[src/rtl/tick_irq_pkg.sv]
package tick_irq_pkg;
  localparam int DATA_W     = 16;
  localparam int ADDR_W     = 8;
  localparam int NUM_RATES  = 9;
  localparam int ALARM_BIT  = 2;
  localparam int SEC_BIT    = 4;
  localparam int LADDER_TOP = 15;  // fastest rate, ladder descends from here
  localparam logic [ADDR_W-1:0] STATUS_ADDR = 8'h14;
  localparam logic [ADDR_W-1:0] ENABLE_ADDR = 8'h18;

  function automatic logic [DATA_W-1:0] impl_mask();
    logic [DATA_W-1:0] m;
    m = '0;
    m[ALARM_BIT] = 1'b1;
    m[SEC_BIT]   = 1'b1;
    for (int i = 0; i < NUM_RATES; i++) m[LADDER_TOP-i] = 1'b1;
    return m;
  endfunction

  localparam logic [DATA_W-1:0] IMPL_MASK = impl_mask();
endpackage

[src/rtl/tick_ladder.sv]
module tick_ladder #(
  parameter int NUM_RATES = 9
) (
  input  logic                 clk_i,
  input  logic                 rst_ni,
  input  logic                 ref_tick_i,
  output logic [NUM_RATES-1:0] rate_pulse_o
);
  logic [NUM_RATES-1:0] cnt_q;

  always_ff @(posedge clk_i or negedge rst_ni) begin
    if (!rst_ni)         cnt_q <= '0;
    else if (ref_tick_i) cnt_q <= cnt_q + 1'b1;
  end

  // rate i has period 2^(i+1) ticks: fires when the low i+1 bits are about to wrap
  for (genvar i = 0; i < NUM_RATES; i++) begin : g_rate
    assign rate_pulse_o[i] = ref_tick_i & (&cnt_q[i:0]);
    if (i > 0) begin : g_nest
      assert_nested_R3: assert property (@(posedge clk_i) disable iff (!rst_ni)
        rate_pulse_o[i] |-> rate_pulse_o[i-1]);
    end
  end

  assert_pulse_on_tick_R3: assert property (@(posedge clk_i) disable iff (!rst_ni)
    (|rate_pulse_o) |-> ref_tick_i);
endmodule

[src/rtl/w1c_status_reg.sv]
module w1c_status_reg #(
  parameter int                DATA_W = 16,
  parameter logic [DATA_W-1:0] MASK   = '1
) (
  input  logic              clk_i,
  input  logic              rst_ni,
  input  logic [DATA_W-1:0] ev_i,
  input  logic              clr_en_i,
  input  logic [DATA_W-1:0] clr_i,
  output logic [DATA_W-1:0] status_o
);
  logic [DATA_W-1:0] status_q, clr_bits, status_d;

  assign clr_bits = clr_en_i ? clr_i : '0;
  // set has priority over clear
  assign status_d = ((status_q & ~clr_bits) | ev_i) & MASK;

  always_ff @(posedge clk_i or negedge rst_ni) begin
    if (!rst_ni) status_q <= '0;
    else         status_q <= status_d;
  end

  assign status_o = status_q;

  assert_event_wins_R5: assert property (@(posedge clk_i) disable iff (!rst_ni)
    ((ev_i & MASK) != '0) |=> ((status_q & $past(ev_i & MASK)) == $past(ev_i & MASK)));

  assert_w1c_clears_R4: assert property (@(posedge clk_i) disable iff (!rst_ni)
    clr_en_i |=> ((status_q & $past(clr_i & ~ev_i)) == '0));

  assert_hold_R9: assert property (@(posedge clk_i) disable iff (!rst_ni)
    (!clr_en_i && ev_i == '0) |=> $stable(status_q));

  assert_rsvd_zero_R7: assert property (@(posedge clk_i) disable iff (!rst_ni)
    (status_q & ~MASK) == '0);
endmodule

[src/rtl/periodic_irq_unit.sv]
module periodic_irq_unit
  import tick_irq_pkg::*;
(
  input  logic              clk_i,
  input  logic              rst_ni,
  input  logic              ref_tick_i,
  input  logic              sec_tick_i,
  input  logic              alarm_i,
  input  logic              wr_en_i,
  input  logic [ADDR_W-1:0] addr_i,
  input  logic [DATA_W-1:0] wdata_i,
  output logic [DATA_W-1:0] status_o,
  output logic [DATA_W-1:0] enable_o,
  output logic              irq_o
);
  logic [NUM_RATES-1:0] rate_pulse;
  logic [DATA_W-1:0]    ev;
  logic [DATA_W-1:0]    enable_q;
  logic                 wr_status, wr_enable;

  assign wr_status = wr_en_i && (addr_i == STATUS_ADDR);
  assign wr_enable = wr_en_i && (addr_i == ENABLE_ADDR);

  tick_ladder #(.NUM_RATES(NUM_RATES)) u_ladder (
    .clk_i        (clk_i),
    .rst_ni       (rst_ni),
    .ref_tick_i   (ref_tick_i),
    .rate_pulse_o (rate_pulse)
  );

  always_comb begin
    ev = '0;
    ev[ALARM_BIT] = alarm_i;
    ev[SEC_BIT]   = sec_tick_i;
    for (int i = 0; i < NUM_RATES; i++) ev[LADDER_TOP-i] = rate_pulse[i];
  end

  w1c_status_reg #(.DATA_W(DATA_W), .MASK(IMPL_MASK)) u_status (
    .clk_i    (clk_i),
    .rst_ni   (rst_ni),
    .ev_i     (ev),
    .clr_en_i (wr_status),
    .clr_i    (wdata_i),
    .status_o (status_o)
  );

  always_ff @(posedge clk_i or negedge rst_ni) begin
    if (!rst_ni)        enable_q <= '0;
    else if (wr_enable) enable_q <= wdata_i & IMPL_MASK;
  end

  assign enable_o = enable_q;
  assign irq_o    = |(status_o & enable_q);

  assert_irq_silenced_R8: assert property (@(posedge clk_i) disable iff (!rst_ni)
    (wr_enable && wdata_i == '0) |=> !irq_o);

  assert_irq_needs_enable_R6: assert property (@(posedge clk_i) disable iff (!rst_ni)
    irq_o |-> (enable_o != '0 && status_o != '0));

  assert_other_addr_R10: assert property (@(posedge clk_i) disable iff (!rst_ni)
    (wr_en_i && addr_i != ENABLE_ADDR) |=> $stable(enable_q));
endmodule

[config.mk]
export PLATFORM = sky130hd
export DESIGN_NAME = periodic_irq_unit
export DESIGN_NICKNAME = d
export VERILOG_FILES = /design/src/rtl/tick_irq_pkg.sv /design/src/rtl/tick_ladder.sv /design/src/rtl/w1c_status_reg.sv /design/src/rtl/periodic_irq_unit.sv
export SDC_FILE = /design/constraint.sdc
export NUM_CORES = 1
export LEC_CHECK = 0
export ABC_CLOCK_PERIOD_IN_PS = 1400
export BUFFER_PORTS_ARGS = -buffer_cell sky130_fd_sc_hd__buf_2
export CORE_ASPECT_RATIO = 1.5
export CORE_UTILIZATION = 43
export DETAILED_ROUTE_END_ITERATION = 8
export PLACE_DENSITY = 0.76
export SYNTH_ARGS = -nofsm -noshare
export SYNTH_HDL_FRONTEND = slang
export SYNTH_SLANG_ARGS = --single-unit
[constraint.sdc]
create_clock -name clk_i -period 1.4 [get_ports clk_i]
set_input_delay 0.28 -clock clk_i [delete_from_list [all_inputs] [get_ports clk_i]]
set_output_delay 0.28 -clock clk_i [all_outputs]
set_load 0.03 [all_outputs]
==> flow_summary.yaml <==
sta:
  maxSlewViolCount: 0
  fin_ws_ns: -0.2587
  clock_skew_ns: 0.002084
  hold_viol: 0
  post-route-min-period_ns: 1.659
  fin_crit_sh: 1.185
  fmax_ghz: 0.6029
  setup_viol: 1
  rsz0062_at_grt: "yes"
worst_setup_path:
  reg2reg_slack_ns: 0.02
  reg2reg_to: "u_ladder.cnt_q[8]$_DFFE_PN0P_"
  critical-path-top-delay-family: "flip-flops"
  slowest_stage: "dfrtp_1"
  crit_fanout: 2
  worstPathRequired_ns: 1.12
  crit_cells: 4
  r2r_start: "u_ladder.cnt_q[5]$_DFFE_PN0P_"
  start_kind: "flop"
  path_cells: "a22oi_2 > and4_1 > nand2_1 > buf_6"
  endpoint: "irq_o"
  path_class: "reg -> out"
  rr_worst_depth: 4
  slowest_delay_ns: 0.40
  cp.arrival_ns: 1.38
  critical_path_buf_inv_count: 1
  critPathCaptureType: "output pin"
  critPathLaunch: "enable_o[7]$_DFFE_PN0P_"
hold_path:
  holdCritStartpoint: "alarm_i"
  min_path_type: "in -> reg"
route:
  drt_iter0_markers: 25
  dr.pass1.iters: 4
  remaining_drc_errors: 0
  wirelength_um: 3690
  vias_per_cell: 5.196
  detail-route-antenna-nets: 0
  vias: 1221
  wire_per_inst_um: 15.70
synthesis:
  synth_seq_area_share: 0.5099
  ys_types: 31
  ys_ff_latch: 31
  synth_top_area_share: 0.5099
  ys_warn_count: 0
  syn_inst: 118
  synth_top_area_cell: "dfrtp_1"
  syn-cell-area_sq_um: 1521
  synth.avg_cell_area_sq_um: 12.89
  ys_top_cells_by_area: "dfrtp_1, mux2_4, buf_4"
layout:
  antenna_cells: 0
  postLayoutCellArea_sq_um: 2130
  fill_cells: 272
  drive_above_1_share: 0.5544
  nNetsFinal: 226
  area_growth_pct: 39.97
global_routing:
  grt_max_degree: 18
  use_met2: 0.3452
  grt_pass1_wl_um: 5616
  grt.overflow.total: 0
  antenna_found_initial: 0
  met3_usage: 0.05657
  grt-busiest-layer: "met2"
  grt_use_total: 0.2094
  use_met1: 0.2395
  grt_pass1_vias: 1195
power:
  power.density_nw_per_um2: 1318
  p_leak_uw: 0.001091
  irDropWorstVdd_mv: 0.9115
clock_network:
  h-tree-depth: 2
  clock_sinks: 31
  clkTransAtPathRegs_ns: 0.06
  cts_root_buf: "clkbuf_8"
  numCtsBuffers: 5
  clock_latency_ns: 0.29
  cts_buffer_depth: 2
  cts_tree: "done"
die:
  fp.dieArea_sq_um: 3785
  start_util: 0.4497
  io_pins: 63
  row_count: 26
  die_x_um: 50.57
  die_y_um: 74.85
  coreArea_sq_um: 3383
placed_design:
  gp_congestion: 0.8150
  numPortBuffers: 47
  dp_slack_ns: -0.04402
  place_hpwl_um: 2539
  dpl-instance-area_sq_um: 1876
job:
  maxCapViolations: 0
status:
  status: "finished, violations left"
  violations: "setup timing"
## metrics by stage
| stage | TNS (ns) | hold WS [ns] | util | std cells | power [uW] |
|---|---|---|---|---|---|
| floorplan | 0 | -0.01559 | - | 127 | 1540 |
| global placement | -0.03404 | 0.2030 | 0.5544 | 219 | 1763 |
| detailed placement | -0.05269 | 0.2150 | 0.5544 | 219 | 1814 |
| CTS | -0.2233 | 0.2248 | 0.5999 | 231 | 2635 |
| global route | -0.3442 | 0.2247 | 0.6294 | 235 | 2947 |
| finish | -0.2587 | 0.2276 | 0.6294 | 235 | 2807 |
## placed cells by master, fill, tap and decap left out, types with 2 or more instances in the layout
master,synthesis,routed
mux2_2,5,3
buf_4,10,22
a2bb2oi_1,2,2
conb_1,1,10
mux2_4,10,12
clkbuf_8,0,7
a22oi_2,0,2
a22oi_1,4,2
xor2_1,4,4
o22a_2,3,3
a221o_1,4,4
nor2b_1,5,5
inv_1,4,3
nor2_1,3,2
ha_4,0,4
nand2_1,7,7
nand4_1,3,3
nand2b_1,2,2
nand4b_1,2,2
dfrtp_1,31,31
buf_2,1,46
## cell type report
class	instances	area (sq um)	share of cell area
Multi-Input combinational cell	79	749.5	0.3519
Sequential cell	31	775.7	0.3643
Timing Repair Buffer	71	436.7	0.2051
Inverter	4	15.01	0.007051
Clock buffer	8	100.1	0.04700
Tap cell	42	52.55	0.02468
## worst min path at each step
stage                                           to  slack, ns  cells past startpoint
floorplan                 enable_o[10]$_DFFE_PN0P_      -0.02                      0
global placement     u_ladder.cnt_q[5]$_DFFE_PN0P_       0.20                      1
detailed placement        enable_o[11]$_DFFE_PN0P_       0.21                      1
CTS                 u_status.status_o[2]$_DFF_PN0_       0.22                      2
global route        u_status.status_o[4]$_DFF_PN0_       0.22                      2
finish              u_status.status_o[2]$_DFF_PN0_       0.23                      2
## cell families after synthesis
| logic type | after synthesis | share of synthesized area |
|---|---|---|
| muxes | 15 | 0.1357 |
| AOI/OAI and AO/OA | 18 | 0.1044 |
| DFF | 31 | 0.5099 |
| buffers and inverters | 17 | 0.07729 |
| adders and majority gates | 4 | 0.03290 |
| xor gates and xnor gates | 5 | 0.02878 |
| and+or+nand+nor | 27 | 0.1086 |
| other | 1 | 0.002465 |
## synth_stat cells
master     instances
dfrtp_1           31
buf_4             10
mux2_4            10
nand2_1            7
mux2_2             5
nor2b_1            5
a221o_1            4
a22oi_1            4
ha_1               4
inv_1              4
xor2_1             4
nand4_1            3
nor2_1             3
o22a_2             3
a2bb2oi_1          2
buf_6              2
nand2b_1           2
nand4b_1           2
a21o_2             1
a221o_2            1
a222oi_1           1
and4_1             1
and4bb_1           1
buf_2              1
conb_1             1
nand3_1            1
nor3_1             1
nor3_4             1
o21ai_0            1
o22ai_1            1
xnor2_1            1
## worst register-to-register path: stages (launching register included)
cell     delay (ns)
dfrtp_1        0.39
nand4_1        0.24
nor2_4         0.19
ha_4           0.20
mux2_4         0.25
## registers in the layout (all words and copies together), names as in the netlist
signal             flops
enable_o              11
u_status.status_o     11
u_ladder.cnt_q         9
## where the power goes
part	internal, uW	total (uW)	switching (uW)
clock network	448	786	338
logic	439	852	413
registers	1020	1170	145
total	1910	2810	895
## routing by layer
metal  routed length (um)  part of all wire
met4                  145             0.039
met5                    0                 0
met2                 1932              0.52
met3                  209             0.057
met1                 1402              0.38
## repair_timing
action,in CTS,in global routing
setup endpoints to repair,3,6
setup buffers,3,4
pin swaps,2,3
hold buffers,1,0
hold endpoints to repair,14,0
gates resized for setup,5,10
No activity file was read; power rests on OpenSTA's default activity.
